===== src/rtl/tstat_pkg.sv =====
`timescale 1ns/1ps
package tstat_pkg;
  typedef struct packed {
    logic       intr_mode;
    logic       pol;
    logic [1:0] queue;
  } tcfg_t;

  localparam logic [1:0] SEL_CFG = 2'd0;
  localparam logic [1:0] SEL_LO  = 2'd1;
  localparam logic [1:0] SEL_HI  = 2'd2;

  // queue code to number of consecutive faults
  function automatic logic [2:0] queue_depth(input logic [1:0] code);
    case (code)
      2'd0:    return 3'd1;
      2'd1:    return 3'd2;
      2'd2:    return 3'd4;
      default: return 3'd6;
    endcase
  endfunction
endpackage


===== src/rtl/tstat_regs.sv =====
`timescale 1ns/1ps
module tstat_regs
  import tstat_pkg::*;
#(
  parameter int TW = 12,
  parameter logic [TW-1:0] HI_RST = 12'h500,
  parameter logic [TW-1:0] LO_RST = 12'h4B0
) (
  input  logic          clk,
  input  logic          rst_n,
  input  logic          gc_reset,
  input  logic          wr_en,
  input  logic [1:0]    wr_sel,
  input  logic [TW-1:0] wr_data,
  output logic [TW-1:0] hi_lim,
  output logic [TW-1:0] lo_lim,
  output tcfg_t         cfg,
  output logic          upd
);
  assign upd = wr_en && (wr_sel != 2'd3);

  always_ff @(posedge clk or negedge rst_n) begin
    if (!rst_n) begin
      hi_lim <= HI_RST;
      lo_lim <= LO_RST;
      cfg    <= '0;
    end else if (gc_reset) begin
      hi_lim <= HI_RST;
      lo_lim <= LO_RST;
      cfg    <= '0;
    end else if (upd) begin
      case (wr_sel)
        SEL_CFG: cfg <= '{intr_mode: wr_data[0], pol: wr_data[1], queue: wr_data[3:2]};
        SEL_LO:  lo_lim <= wr_data;
        SEL_HI:  hi_lim <= wr_data;
        default: ;
      endcase
    end
  end

  // a general-call reset restores the default thresholds
  a_r10_gc_defaults: assert property (@(posedge clk) disable iff (!rst_n)
    gc_reset |=> (hi_lim == HI_RST) && (lo_lim == LO_RST) && (cfg == '0));
endmodule


===== src/rtl/tstat_fault_ctr.sv =====
`timescale 1ns/1ps
module tstat_fault_ctr #(
  parameter int CW = 3
) (
  input  logic          clk,
  input  logic          rst_n,
  input  logic          clr,
  input  logic          step,
  input  logic          cond,
  input  logic [CW-1:0] need,
  output logic          hit,
  output logic [CW-1:0] cnt
);
  logic [CW:0] cnt_inc;
  assign cnt_inc = {1'b0, cnt} + 1'b1;
  assign hit     = step && cond && !clr && (cnt_inc >= {1'b0, need});

  always_ff @(posedge clk or negedge rst_n) begin
    if (!rst_n)          cnt <= '0;
    else if (clr || hit) cnt <= '0;
    else if (step)       cnt <= cond ? cnt_inc[CW-1:0] : '0;
  end

  // the stored run never reaches the depth; reaching it fires hit instead
  a_r1_count_below_need: assert property (@(posedge clk) disable iff (!rst_n)
    cnt < need);
  // a conversion without a fault restarts the run
  a_r1_miss_restarts: assert property (@(posedge clk) disable iff (!rst_n)
    (step && !cond) |=> (cnt == '0));
endmodule


===== src/rtl/tstat_alert.sv =====
`timescale 1ns/1ps
module tstat_alert
  import tstat_pkg::*;
#(
  parameter int TW = 12,
  parameter logic [TW-1:0] HI_RST = 12'h500,
  parameter logic [TW-1:0] LO_RST = 12'h4B0
) (
  input  logic          clk,
  input  logic          rst_n,
  input  logic          conv_done,
  input  logic [TW-1:0] temp_in,
  input  logic          wr_en,
  input  logic [1:0]    wr_sel,
  input  logic [TW-1:0] wr_data,
  input  logic          rd_strobe,
  input  logic          ara_win,
  input  logic          shutdown,
  input  logic          gc_reset,
  output logic          alert_o,
  output logic          status_o,
  output logic          ara_bit_o
);
  localparam int QW = 3;

  function automatic logic sgn_ge(input logic [TW-1:0] a, input logic [TW-1:0] b);
    return $signed(a) >= $signed(b);
  endfunction

  logic [TW-1:0] hi_lim, lo_lim;
  tcfg_t         cfg;
  logic          upd;

  tstat_regs #(.TW(TW), .HI_RST(HI_RST), .LO_RST(LO_RST)) u_regs (
    .clk(clk), .rst_n(rst_n), .gc_reset(gc_reset), .wr_en(wr_en),
    .wr_sel(wr_sel), .wr_data(wr_data), .hi_lim(hi_lim), .lo_lim(lo_lim),
    .cfg(cfg), .upd(upd)
  );

  // named events for assertions
  logic          hi_hit, lo_hit, clr_evt, conv_ok;
  logic [QW-1:0] need;
  assign hi_hit  = sgn_ge(temp_in, hi_lim);
  assign lo_hit  = !sgn_ge(temp_in, lo_lim);
  assign clr_evt = rd_strobe || shutdown || ara_win;
  assign conv_ok = conv_done && !upd && !gc_reset;
  assign need    = queue_depth(cfg.queue);

  // comparator tracker
  logic          cmp_act, cmp_hit;
  logic [QW-1:0] cmp_cnt;
  tstat_fault_ctr #(.CW(QW)) u_cmp_ctr (
    .clk(clk), .rst_n(rst_n), .clr(gc_reset || upd), .step(conv_ok),
    .cond(cmp_act ? lo_hit : hi_hit), .need(need), .hit(cmp_hit), .cnt(cmp_cnt)
  );

  always_ff @(posedge clk or negedge rst_n) begin
    if (!rst_n)        cmp_act <= 1'b0;
    else if (gc_reset) cmp_act <= 1'b0;
    else if (cmp_hit)  cmp_act <= !cmp_act;
  end

  // interrupt tracker
  logic          int_pend, int_seek_lo, int_cause, int_hit, mode_off;
  logic [QW-1:0] int_cnt;
  assign mode_off = upd && (wr_sel == SEL_CFG) && !wr_data[0];

  tstat_fault_ctr #(.CW(QW)) u_int_ctr (
    .clk(clk), .rst_n(rst_n),
    .clr(gc_reset || upd || clr_evt || int_pend || !cfg.intr_mode),
    .step(conv_ok), .cond(int_seek_lo ? lo_hit : hi_hit), .need(need),
    .hit(int_hit), .cnt(int_cnt)
  );

  always_ff @(posedge clk or negedge rst_n) begin
    if (!rst_n) begin
      int_pend <= 1'b0; int_seek_lo <= 1'b0; int_cause <= 1'b0;
    end else if (gc_reset || mode_off) begin
      int_pend <= 1'b0; int_seek_lo <= 1'b0; int_cause <= gc_reset ? 1'b0 : int_cause;
    end else if (cfg.intr_mode) begin
      if (clr_evt && int_pend) begin
        int_pend    <= 1'b0;
        int_seek_lo <= !int_seek_lo;
      end else if (int_hit) begin
        int_pend  <= 1'b1;
        int_cause <= int_seek_lo;
      end
    end
  end

  logic act;
  assign act       = cfg.intr_mode ? int_pend : cmp_act;
  assign alert_o   = cfg.pol ? act : !act;
  assign status_o  = cfg.pol ? cmp_act : !cmp_act;
  assign ara_bit_o = int_cause ^ cfg.pol;

  // the comparator state only rises on a conversion
  a_r2_rise_on_conv: assert property (@(posedge clk) disable iff (!rst_n)
    $rose(cmp_act) |-> $past(conv_done) && $past(hi_hit));
  // the comparator state only falls on a low conversion or general call
  a_r3_fall_on_conv: assert property (@(posedge clk) disable iff (!rst_n)
    $fell(cmp_act) |-> ($past(conv_done) && $past(lo_hit)) || $past(gc_reset));
  // interrupt latch sets only from a conversion in interrupt mode
  a_r6_int_set: assert property (@(posedge clk) disable iff (!rst_n)
    $rose(int_pend) |-> $past(conv_done) && $past(cfg.intr_mode));
  // any clear source drops the latch
  a_r6_int_clear: assert property (@(posedge clk) disable iff (!rst_n)
    (int_pend && clr_evt) |=> !int_pend);
  // the watched threshold flips only on a clear of a pending alert
  a_r7_seek_flip: assert property (@(posedge clk) disable iff (!rst_n)
    (int_seek_lo != $past(int_seek_lo)) |->
      $past(int_pend) || $past(gc_reset) || $past(mode_off));
endmodule


===== config.mk =====
export PLATFORM = sky130hd
export DESIGN_NAME = tstat_alert
export DESIGN_NICKNAME = d
export VERILOG_FILES = /design/src/rtl/tstat_pkg.sv /design/src/rtl/tstat_regs.sv /design/src/rtl/tstat_fault_ctr.sv /design/src/rtl/tstat_alert.sv
export SDC_FILE = /design/constraint.sdc
export NUM_CORES = 1
export LEC_CHECK = 0
export ABC_AREA = 1
export ABC_CLOCK_PERIOD_IN_PS = 3000
export BUFFER_PORTS_ARGS = -buffer_cell sky130_fd_sc_hd__buf_2
export CAP_MARGIN = 20
export CORE_ASPECT_RATIO = 0.75
export CORE_UTILIZATION = 45
export DETAILED_ROUTE_END_ITERATION = 7
export MAX_ROUTING_LAYER = met4
export PLACE_DENSITY = 0.64
export SYNTH_ARGS = -nofsm -noshare
export SYNTH_HDL_FRONTEND = slang
export SYNTH_HIERARCHICAL = 1
export SYNTH_SLANG_ARGS = --single-unit

===== constraint.sdc =====
create_clock -name clk -period 3 [get_ports clk]
set_input_delay 0.3 -clock clk [delete_from_list [all_inputs] [get_ports clk]]
set_output_delay 0.3 -clock clk [all_outputs]
set_load 0.05 [all_outputs]

Word-level counts from Yosys, hierarchy flattened
Cells that the tools add are included.

operators by class
  add/sub/neg operators = 2
  $mul = 0
  div/mod/pow operators = 0
  magnitude comparators = 4
  equal/unequal tests = 7
  shifts and indexed selects = 0
  mux-type cells = 35
  bitwise logic cells = 1
  reductions and logical operators = 50

operators by type and width
  cell                                            count
  2-to-1 mux 12 bit                               6
  >= comparator 12 bit                            2
  nonzero test 2 bit                              10
  2-to-1 mux 1 bit                                19
  2-to-1 mux 3 bit                                6
  logical AND 1 bit                               12
  2-to-1 mux 4 bit                                3
  zero test 1 bit                                 10
  AND reduction 2 bit                             5
  logical OR 1 bit                                9
  case mux 3 bit (3 select lines)                 1
  adder 3 x 1 -> 4 bit (second input constant)    2
  >= comparator 4 x 3 -> 1 bit                    2
  != test 2 bit (second input constant)           3
  == test 2 x 1 -> 1 bit (second input constant)  2
  == test 2 bit (second input constant)           2
  zero test 2 bit                                 2
  AND reduction 4 bit                             1
  nonzero test 3 bit                              1
  bitwise XOR 1 bit                               1

word-level totals
  register bits after elaboration = 38
  latch bits = 0
  RAM bits = 0
  bits in read-only memories = 0
  input port bits = 34
  output and inout port bits = 3
  word-level logic and storage cells = 110
  memories kept = 0

Longest topological paths before layout
Gate-level depths: netlist of the first run.

  word-level depth = 13
  depth in mapped cells = 21
  gate-level depth less buffers = 21

By module
The synthesis of the first run kept the hierarchy.

modules (own cells, without submodules)
  module           instances  cells an instance  area an instance (µm²)  seq. area each (µm²)
  tstat_regs       1          153                1251.2                  708.2
  tstat_alert      1          173                1039.7                  100.1
  tstat_fault_ctr  2          34                 244.0                   75.1

Least setup slack after synthesis of the first run
Ideal clock, no wire load.

  path type = reg2reg
  start = register u_regs.hi_lim[10]
  end = register int_cause
  setup time = 0.121 ns
  data arrival time = 2.131 ns
  data required time = 2.879 ns
  slack = 0.748 ns
  stages on the path, launching flop included = 20
  buffers on the path = 0
  clock period less this slack = 2.252 ns
  cells stage by stage = dfstp_2 inv_1 ha_1 nand2_1 nor2_2 and2_4 nand2_2 nand3_2 nand2_1 nand3_2 nand2_1 nand2_1 nand2_1 nor2_1 a21boi_0 nand2_1 inv_1 nand3_1 nand2_1 a21oi_1

on the way
  cells in the longest elaborated chain, start to end = 7

RTL lines
  what                                  line                   source
  start: declaration                    tstat_regs.sv:15       output logic [TW-1:0] hi_lim,
  start signal: assignment              tstat_regs.sv:35       SEL_HI: hi_lim <= wr_data;
  >= comparator 12 bit                  tstat_alert.sv:27      return $signed(a) >= $signed(b);
  2-to-1 mux 1 bit                      tstat_alert.sv:71      .step(conv_ok), .cond(int_seek_lo ? lo_hit : hi_hit), .need(need),
  logical AND 1 bit (3 in a row)        tstat_fault_ctr.sv:16  assign hit = step && cond && !clr && (cnt_inc >= {1'b0, need});
  net int_hit                           tstat_alert.sv:64      logic int_pend, int_seek_lo, int_cause, int_hit, mode_off;
  nonzero test 2 bit (no source line)   --
  AND reduction 4 bit (no source line)  --
  end signal: assignment                tstat_alert.sv:86      int_cause <= int_seek_lo;
  end: declaration                      tstat_alert.sv:64

The timed path passes the listed nets, and every way through them passes these cells.
A chain may end at the register's enable or synchronous reset.

Worst setup path in the final report of the first run
Same ends and word-level chain as after synthesis.

==> impl_results.md, run 1 <==
* Core Area at 5886 sq um
* Setup fix buffers added after clock tree synthesis at 0
* Die height at 70.06 um
* Delay of the slowest critical-path stage at 0.53 ns
* Slowest cell on crit path: sky130_fd_sc_hd__dfstp_2
* Number of antenna diodes at 0
* Clock latency reported for the late side of the worst-skew pair at 0.30 ns
* Count of routing violations after the opening detailed-route iteration at 103
* Setup crit end kind: flip-flop
* Hpwl dp at 5.035 mm
* Combined area of the multi-input logic cells at 1496 sq um
* Synthesized instance count at 394
* Final total negative setup slack at 0 ns
* Power density of the placed cells at 387.9 nW/um^2
* Initial Utilization at 47.22%
* Initial antenna violation count at 0
* Highest fanout seen on the critical path at 4
* Startpoint type of the worst setup path: flip-flop
* DIE AREA at 6497 sq um
* Horizontal die dimension at 92.74 um
* First-pass iteration count of the detailed router at 4
* Post-synth cell types at 26
* Setup-failing EPs final at 0
* Post-Synthesis Mean Instance Area at 7.053 sq um
* List of cells traversed by the critical path: inv_1, ha_1, nand2_1, nor2_2, and2_4, nand2_2, nand3_2, nand2_1, nand3_2, nand2_1, nand2_1, nand2_1, nor2_1, a21boi_0, nand2_1, inv_1, nand3_1, nand2_1, a21oi_1
* Reported leakage power at 1.795 nW
* CP required at 3.17 ns
* Max-slew violations at 0
* Layout net count at 495
* Vias in the first global route at 2,385
* TritonCTS Buffers at 5
* Critical path buffer and inverter count at 2
* Peak supply drop at 0.2133 mV
* Measured slew at the worst slew-check pin at 0.8755 ns
* Largest net degree at the start of global routing at 39
* Crit path arrival time at 2.75 ns
* Number of max-capacitance violations reported at 0
* Run status: finished, final reports clean
* Total nets after synthesis at 460
* FF/Latch Area at 958.4 sq um
* CTS Hold Bufs at 0
* Count of cells resized by post-cts repair at 0
* GPL Wtd Cong at 0.8418
* Kind of critical path: flip-flop to flip-flop
* Share of the clock period used by the worst path at 86.19%
* Area of the mapped netlist at 2779 sq um
* Crit path max-delay family: simple AND/OR/NAND/NOR gates
* Total track usage at 23.43%
* DRC violations left at 0
* CTS tree: built
* Unrepaired setup endpoints after global routing: no
* Share of cells above drive strength 1 at 14.42%
* Vias after detailed routing at 2,471
* Remaining number of nets flagged by the antenna check after routing at 0
* YS warnings at 6
* Clock root buffer: sky130_fd_sc_hd__clkbuf_8
* Via density per instance at 4.864
* Standard-cell row count at 24
* Path type of the worst min-delay path: primary input to asynchronous set/reset pin
* Final Instance Count excl. Fillers at 508
* Max transition margin at 41.63%
* Global-route wire length before repair at 11.34 mm
* Residual overflow from global routing at 0
* Post-synthesis register bit count at 38
* Highest Clock Rate at 0.3867 GHz
* Placed cell count at 500
* Per-cell routed wire length at 13.15 um
* Worst Skew at 0.004300 ns
* Routed Wire Length at 6.679 mm
* Post-layout minimum cycle time at 2.586 ns
* Sequential fraction of the synthesis area at 34.49%
* Depth of the CTS H-tree at 2
* Clock slew at reported path FFs at 0.08 ns
* Number of buffers inserted by port buffering at 36
* Final hold vios at 0
* TritonCTS Sinks at 38
* Synth-to-layout area growth at 12.43%
* Clock tree buffer depth at 2
* Most repeated library cell on the critical path: sky130_fd_sc_hd__nand2_1
* Layout fillers at 615
* Number of primary I/O pins at 37
## through the flow
| stage | area, sq um | worst slack, ns | hold WS (ns) | utilization, % | power (mW) |
|---|---|---|---|---|---|
| after global routing | 3124 | 0.1633 | 0.1883 | 53.08 | 1.280 |
| after floorplan | 2779 | 0.7481 | 0.004409 | - | 0.7019 |
| final | 3124 | 0.4142 | 0.1161 | 53.08 | 1.212 |
| after detailed placement | 3018 | 0.4611 | 0.4748 | 51.28 | 0.7817 |
| after CTS | 3124 | 0.4377 | 0.1545 | 53.08 | 1.222 |
| after global placement | 3018 | 0.5824 | 0.4744 | 51.28 | 0.7773 |
## worst reg2reg max path, delay by kind of cell (launching register included)
| family | cells | cell delay (ns) |
|---|---|---|
| and+or+nand+nor | 14 | 1.25 |
| DFF | 1 | 0.53 |
| AOI/OAI and AO/OA | 2 | 0.31 |
| adders and majority gates | 1 | 0.26 |
| buffers and inverters | 2 | 0.13 |
## registers in the layout, summed over array words and instances (netlist names)
name and flops:
int_pend 1, u_int_ctr/cnt 3, int_seek_lo 1, u_regs/hi_lim 12, u_cmp_ctr/cnt 3, u_regs/lo_lim 12, u_regs/cfg 4, int_cause 1
cmp_act 1
## Yosys cell counts
master | n | share of area (%)
sky130_fd_sc_hd__nor3_1 | 1 | 0.18
sky130_fd_sc_hd__nor2_1 | 22 | 3.0
sky130_fd_sc_hd__xnor2_1 | 1 | 0.32
sky130_fd_sc_hd__or2_2 | 4 | 0.90
sky130_fd_sc_hd__inv_2 | 1 | 0.13
sky130_fd_sc_hd__and2_4 | 1 | 0.32
sky130_fd_sc_hd__clkinv_1 | 5 | 0.68
sky130_fd_sc_hd__a21boi_0 | 2 | 0.54
sky130_fd_sc_hd__o21ai_1 | 4 | 0.72
sky130_fd_sc_hd__nand2_4 | 1 | 0.41
sky130_fd_sc_hd__buf_4 | 3 | 0.81
sky130_fd_sc_hd__dfstp_2 | 6 | 5.7
sky130_fd_sc_hd__ha_1 | 32 | 14
sky130_fd_sc_hd__a21o_1 | 2 | 0.54
sky130_fd_sc_hd__nand3_1 | 41 | 7.4
sky130_fd_sc_hd__buf_2 | 1 | 0.18
sky130_fd_sc_hd__nand4_1 | 15 | 3.4
sky130_fd_sc_hd__inv_1 | 68 | 9.2
sky130_fd_sc_hd__clkbuf_1 | 5 | 0.68
sky130_fd_sc_hd__nor2_2 | 3 | 0.68
sky130_fd_sc_hd__nand2_1 | 128 | 17
sky130_fd_sc_hd__nand3_2 | 2 | 0.72
sky130_fd_sc_hd__xor2_1 | 4 | 1.3
sky130_fd_sc_hd__nand2_2 | 1 | 0.23
sky130_fd_sc_hd__a21oi_1 | 9 | 1.6
sky130_fd_sc_hd__dfrtp_1 | 32 | 29
## layer usage
metal	wire length [um]	GRT usage, %	vias to the layer above	share of wire (%)
li1	-	-	1298	-
met1	3497	34.37	1102	52
met2	2615	32.35	64	39
met3	496	5.447	7	7.4
met4	70	6.154	0	1.0
met5	0	-	-	0
## area by class of cell
type | count | share of cell area, %
Sequential cell | 38 | 30.68
Clock buffer | 7 | 2.443
Multi-Input combinational cell | 273 | 47.90
Clock inverter | 1 | 0.9612
Tap cell | 78 | 3.124
Timing Repair Buffer | 37 | 6.007
Inverter | 74 | 8.891
## cell families after synthesis
kind of cell | after synthesis | share of synthesized area [%]
AO/OA/AOI/OAI | 17 | 3.421
buffers and inverters | 83 | 11.66
flip-flops | 38 | 34.49
AND/OR/NAND/NOR | 219 | 34.44
XOR/XNOR | 5 | 1.576
adder cells (fa/ha/maj) | 32 | 14.41
## placed cells by master, fill, tap and decap left out, types with 3 or more instances in the layout
master                       n
sky130_fd_sc_hd__nand4_1    15
sky130_fd_sc_hd__dfstp_2     6
sky130_fd_sc_hd__a21oi_1     9
sky130_fd_sc_hd__clkbuf_8    5
sky130_fd_sc_hd__or2_2       4
sky130_fd_sc_hd__nor2_2      3
sky130_fd_sc_hd__ha_1       32
sky130_fd_sc_hd__clkinv_1    5
sky130_fd_sc_hd__nand3_1    41
sky130_fd_sc_hd__inv_1      68
sky130_fd_sc_hd__nor2_1     22
sky130_fd_sc_hd__xor2_1      4
sky130_fd_sc_hd__dfrtp_1    32
sky130_fd_sc_hd__o21ai_1     4
sky130_fd_sc_hd__buf_2      36
sky130_fd_sc_hd__nand2_1   128
## final timing paths
check,slack (ns),depth (start not counted),start,to
min in group clk,0.24,3,wr_data[4],u_regs/hi_lim[4]
worst max-delay path,0.41,19,u_regs/hi_lim[10],int_cause
worst min register to register,0.49,2,u_regs/hi_lim[10],u_regs/hi_lim[10]
max in group asynchronous,2.34,1,rst_n,u_regs/lo_lim[8]
worst min-delay path,0.12,1,rst_n,u_int_ctr/cnt[0]
worst max register to register,0.41,19,u_regs/hi_lim[10],int_cause
## report_power, final
group | switching, mW | internal [mW]
logic | 0.145 | 0.0807
registers | 0.0118 | 0.535
clock network | 0.191 | 0.249
total | 0.347 | 0.865
Note: power is estimated with default switching activity, not from simulation.
==> run 2: changes to the inputs <==
Settings changed: PLACE_DENSITY 0.64 to 0.62.
==> run 2 against run 1 <==
Combinational power about the same. Worst setup slack got worse by 0.010 ns. Sequential cell count unchanged. Core utilization decreased by 0.26 points. Cell count unchanged. Final area decreased by 0.48%. Clock power decreased by 17%. Largest cell class unchanged. Via count decreased by 2.2%. Hold slack improved by 0.0038 ns. Non-clock buffer count unchanged. Global-route usage decreased by 1.3 points.
==> impl_results.md, run 2 (same netlist as run 1, synthesis figures left out) <==
* Run status: finished, final reports clean
* Reported leakage power at 1.791 nW (-0.23%)
* Crit path launch: u_regs/lo_lim[7]
* Die height at 70.06 um (unchanged)
* Number of max-capacitance violations reported at 0 (unchanged)
* Initial Utilization at 47.22% (unchanged)
* TritonCTS Sinks at 38 (unchanged)
* TritonCTS Buffers at 5 (unchanged)
* Highest Clock Rate at 0.3852 GHz (-0.39%)
* Peak supply drop at 0.3212 mV (+51%)
* Slowest cell on crit path: sky130_fd_sc_hd__dfstp_2
* Most common cell after layout, fill and taps aside: sky130_fd_sc_hd__nand2_1
* Highest fanout seen on the critical path at 4 (unchanged)
* Worst Skew at 0.007586 ns (+0.003286 ns)
* Count of routing violations after the opening detailed-route iteration at 117 (+14%)
* Share of cells above drive strength 1 at 14.65% (+0.23 points)
* Path type of the worst min-delay path: primary input to asynchronous set/reset pin
* Per-cell routed wire length at 12.49 um (-5.0%)
* Hpwl dp at 4.888 mm (-2.9%)
* CP required at 3.15 ns (-0.02 ns)
* Endpoint of the worst setup timing path: int_cause
* DIE AREA at 6497 sq um (unchanged)
* Clock root buffer: sky130_fd_sc_hd__clkbuf_8
* Crit path arrival time at 2.75 ns (about the same)
* Via density per instance at 4.758 (-2.2%)
* Worst Reg2Reg Path Length in Cells at 16 (-3)
* Combined area of the multi-input logic cells at 1496 sq um (unchanged)
* Part of the power in registers at 48.1% (+3.0 points)
* Number of antenna diodes at 0 (unchanged)
* CTS tree: built
* GPL Wtd Cong at 0.8281 (-1.6%)
* Residual overflow from global routing at 0 (unchanged)
* Internal Pwr Total at 0.8013 mW (-7.3%)
* Depth of the CTS H-tree at 2 (unchanged)
* List of cells traversed by the critical path: inv_1, ha_1, nand4_1, nor2_1, nand2_1, nand4_1, nand4_1, nand2_1, nand2_1, nor2_1, a21boi_0, nand2_1, inv_1, nand3_1, nand2_1, a21oi_1
* Post-layout minimum cycle time at 2.596 ns (+0.01005 ns)
* Register-to-Register Setup Slack at 0.40 ns (about the same)
* Share of power burned in combinational logic at 19.7% (+1.1 points)
* Clock tree buffer depth at 2 (unchanged)
* DRC violations left at 0 (unchanged)
* Power spent charging and discharging nets at 0.3341 mW (-3.7%)
* Remaining number of nets flagged by the antenna check after routing at 0 (unchanged)
* Vias after detailed routing at 2,417 (-2.2%)
* Final hold vios at 0 (unchanged)
* Final Instance Count excl. Fillers at 508 (unchanged)
* Max transition margin at 42.27% (+0.63 points)
* Startpoint type of the worst setup path: flip-flop
* Clock latency reported for the late side of the worst-skew pair at 0.29 ns (about the same)
* Horizontal die dimension at 92.74 um (unchanged)
* Share of the clock period used by the worst path at 86.53% (+0.33 points)
* Standard-cell row count at 24 (unchanged)
* Largest net degree at the start of global routing at 39 (unchanged)
* Core Area at 5886 sq um (unchanged)
* Initial antenna violation count at 0 (unchanged)
* Kind of critical path: flip-flop to flip-flop
* Switching share of total power at 29.43% (+0.79 points)
* RR Endpoint: int_cause
* Commonest cells after routing, fill and taps aside: sky130_fd_sc_hd__nand2_1 (128), sky130_fd_sc_hd__inv_1 (68), sky130_fd_sc_hd__nand3_1 (41), sky130_fd_sc_hd__buf_2 (36)
* CTS Hold Bufs at 0 (unchanged)
* Layout fillers at 634 (+3.1%)
* Proportion of power drawn by the clock network at 32.2% (-4.1 points)
* First-pass iteration count of the detailed router at 4 (unchanged)
* Final total negative setup slack at 0 ns (unchanged)
* Clock slew at reported path FFs at 0.08 ns (about the same)
* Number of primary I/O pins at 37 (unchanged)
* Measured slew at the worst slew-check pin at 0.8660 ns (-0.009456 ns)
* Final core utilization at 52.83% (-0.26 points)
* FF/Latch Area at 958.4 sq um (unchanged)
* Synth-to-layout area growth at 11.89%
* Most repeated library cell on the critical path: sky130_fd_sc_hd__nand2_1
* Largest registers: u_regs/hi_lim: 12 flops, u_regs/lo_lim: 12 flops, u_regs/cfg: 4 flops
* Number of buffers inserted by port buffering at 36 (unchanged)
* Unrepaired setup endpoints after global routing: no
* Layout net count at 495 (unchanged)
* Vias in the first global route at 2,258 (-5.3%)
* Setup-failing EPs final at 0 (unchanged)
* Setup crit end kind: flip-flop
* Count of cells resized by post-cts repair at 0 (unchanged)
* Placed cell count at 500 (unchanged)
* Delay of the slowest critical-path stage at 0.53 ns (about the same)
* Total track usage at 22.08% (-1.3 points)
* Routed Wire Length at 6.346 mm (-5.0%)
* Global-route wire length before repair at 10.70 mm (-5.6%)
* Max-slew violations at 0 (unchanged)
* Worst reg2reg path startpoint: u_regs/lo_lim[7]
* Power density of the placed cells at 365.2 nW/um^2 (-5.8%)
* Setup fix buffers added after clock tree synthesis at 0 (unchanged)
-- run 2: cell types whose count changed in the layout (fill, tap and decap cells not counted) --
| cell | previous run | this run |
|---|---|---|
| sky130_fd_sc_hd__clkinv_2 | 0 | 1 |
| sky130_fd_sc_hd__clkbuf_8 | 5 | 6 |
| sky130_fd_sc_hd__clkbuf_1 | 2 | 1 |
| sky130_fd_sc_hd__bufinv_16 | 1 | 0 |
-- run 2: metrics by stage --
stage          worst slack [ns]  instance area [sq um]  hold WS, ns  power [mW]
3_3_place_gp             0.5459                   3018       0.4706      0.7783
3_5_place_dp             0.4523                   3018       0.4712      0.7816
4_1_cts                  0.4278                   3109       0.1594       1.153
2_1_floorplan            0.7481                   2779     0.004409      0.7019
5_1_grt                  0.1273                   3109       0.2065       1.207
6_report                 0.4042                   3109       0.1198       1.135
-- run 2: layout make-up --
| type | instances | share of cell area [%] |
|---|---|---|
| clock inverters | 1 | 0.1610 |
| multi-input cells | 273 | 48.13 |
| repair buffers | 37 | 6.036 |
| well taps | 78 | 3.139 |
| flip-flops and latches | 38 | 30.82 |
| clock buffers | 7 | 2.777 |
| inverters | 74 | 8.934 |
-- run 2: worst max-delay path: cells and delay by family (launching register included) --
family | cells | cell delay (ns)
buffers and inverters | 2 | 0.12
AO/OA/AOI/OAI | 2 | 0.29
adder cells (fa/ha/maj) | 1 | 0.30
flip-flops | 1 | 0.53
AND/OR/NAND/NOR | 11 | 1.23
-- run 2: how the worst min path moves through the flow --
stage	start	to	slack (ns)	depth (start not counted)
2_1_floorplan	rst_n	cmp_act	0.004	0
3_5_place_dp	rst_n	u_cmp_ctr/cnt[0]	0.47	1
4_1_cts	rst_n	u_regs/lo_lim[9]	0.16	1
3_3_place_gp	rst_n	u_cmp_ctr/cnt[0]	0.47	1
6_report	rst_n	u_cmp_ctr/cnt[0]	0.12	1
5_1_grt	rst_n	u_regs/lo_lim[9]	0.21	1
-- run 2: power groups by stage --
| stage | clock network [mW] | registers, mW | logic (mW) |
|---|---|---|---|
| detailed placement | 0 | 0.556 | 0.226 |
| floorplan | 0 | 0.553 | 0.149 |
| finish | 0.366 | 0.546 | 0.223 |
| global route | 0.400 | 0.549 | 0.258 |
| global placement | 0 | 0.556 | 0.222 |
| CTS | 0.379 | 0.546 | 0.227 |
-- run 2: per-layer routing --
layer  track usage [%]  vias to the layer above  routed length, um
met5                 -                        -                  0
met4             3.761                        0                 29
met3             4.357                        2                277
met2             32.26                       43               2638
met1             32.18                     1069               3400
li1                  -                     1303                  -
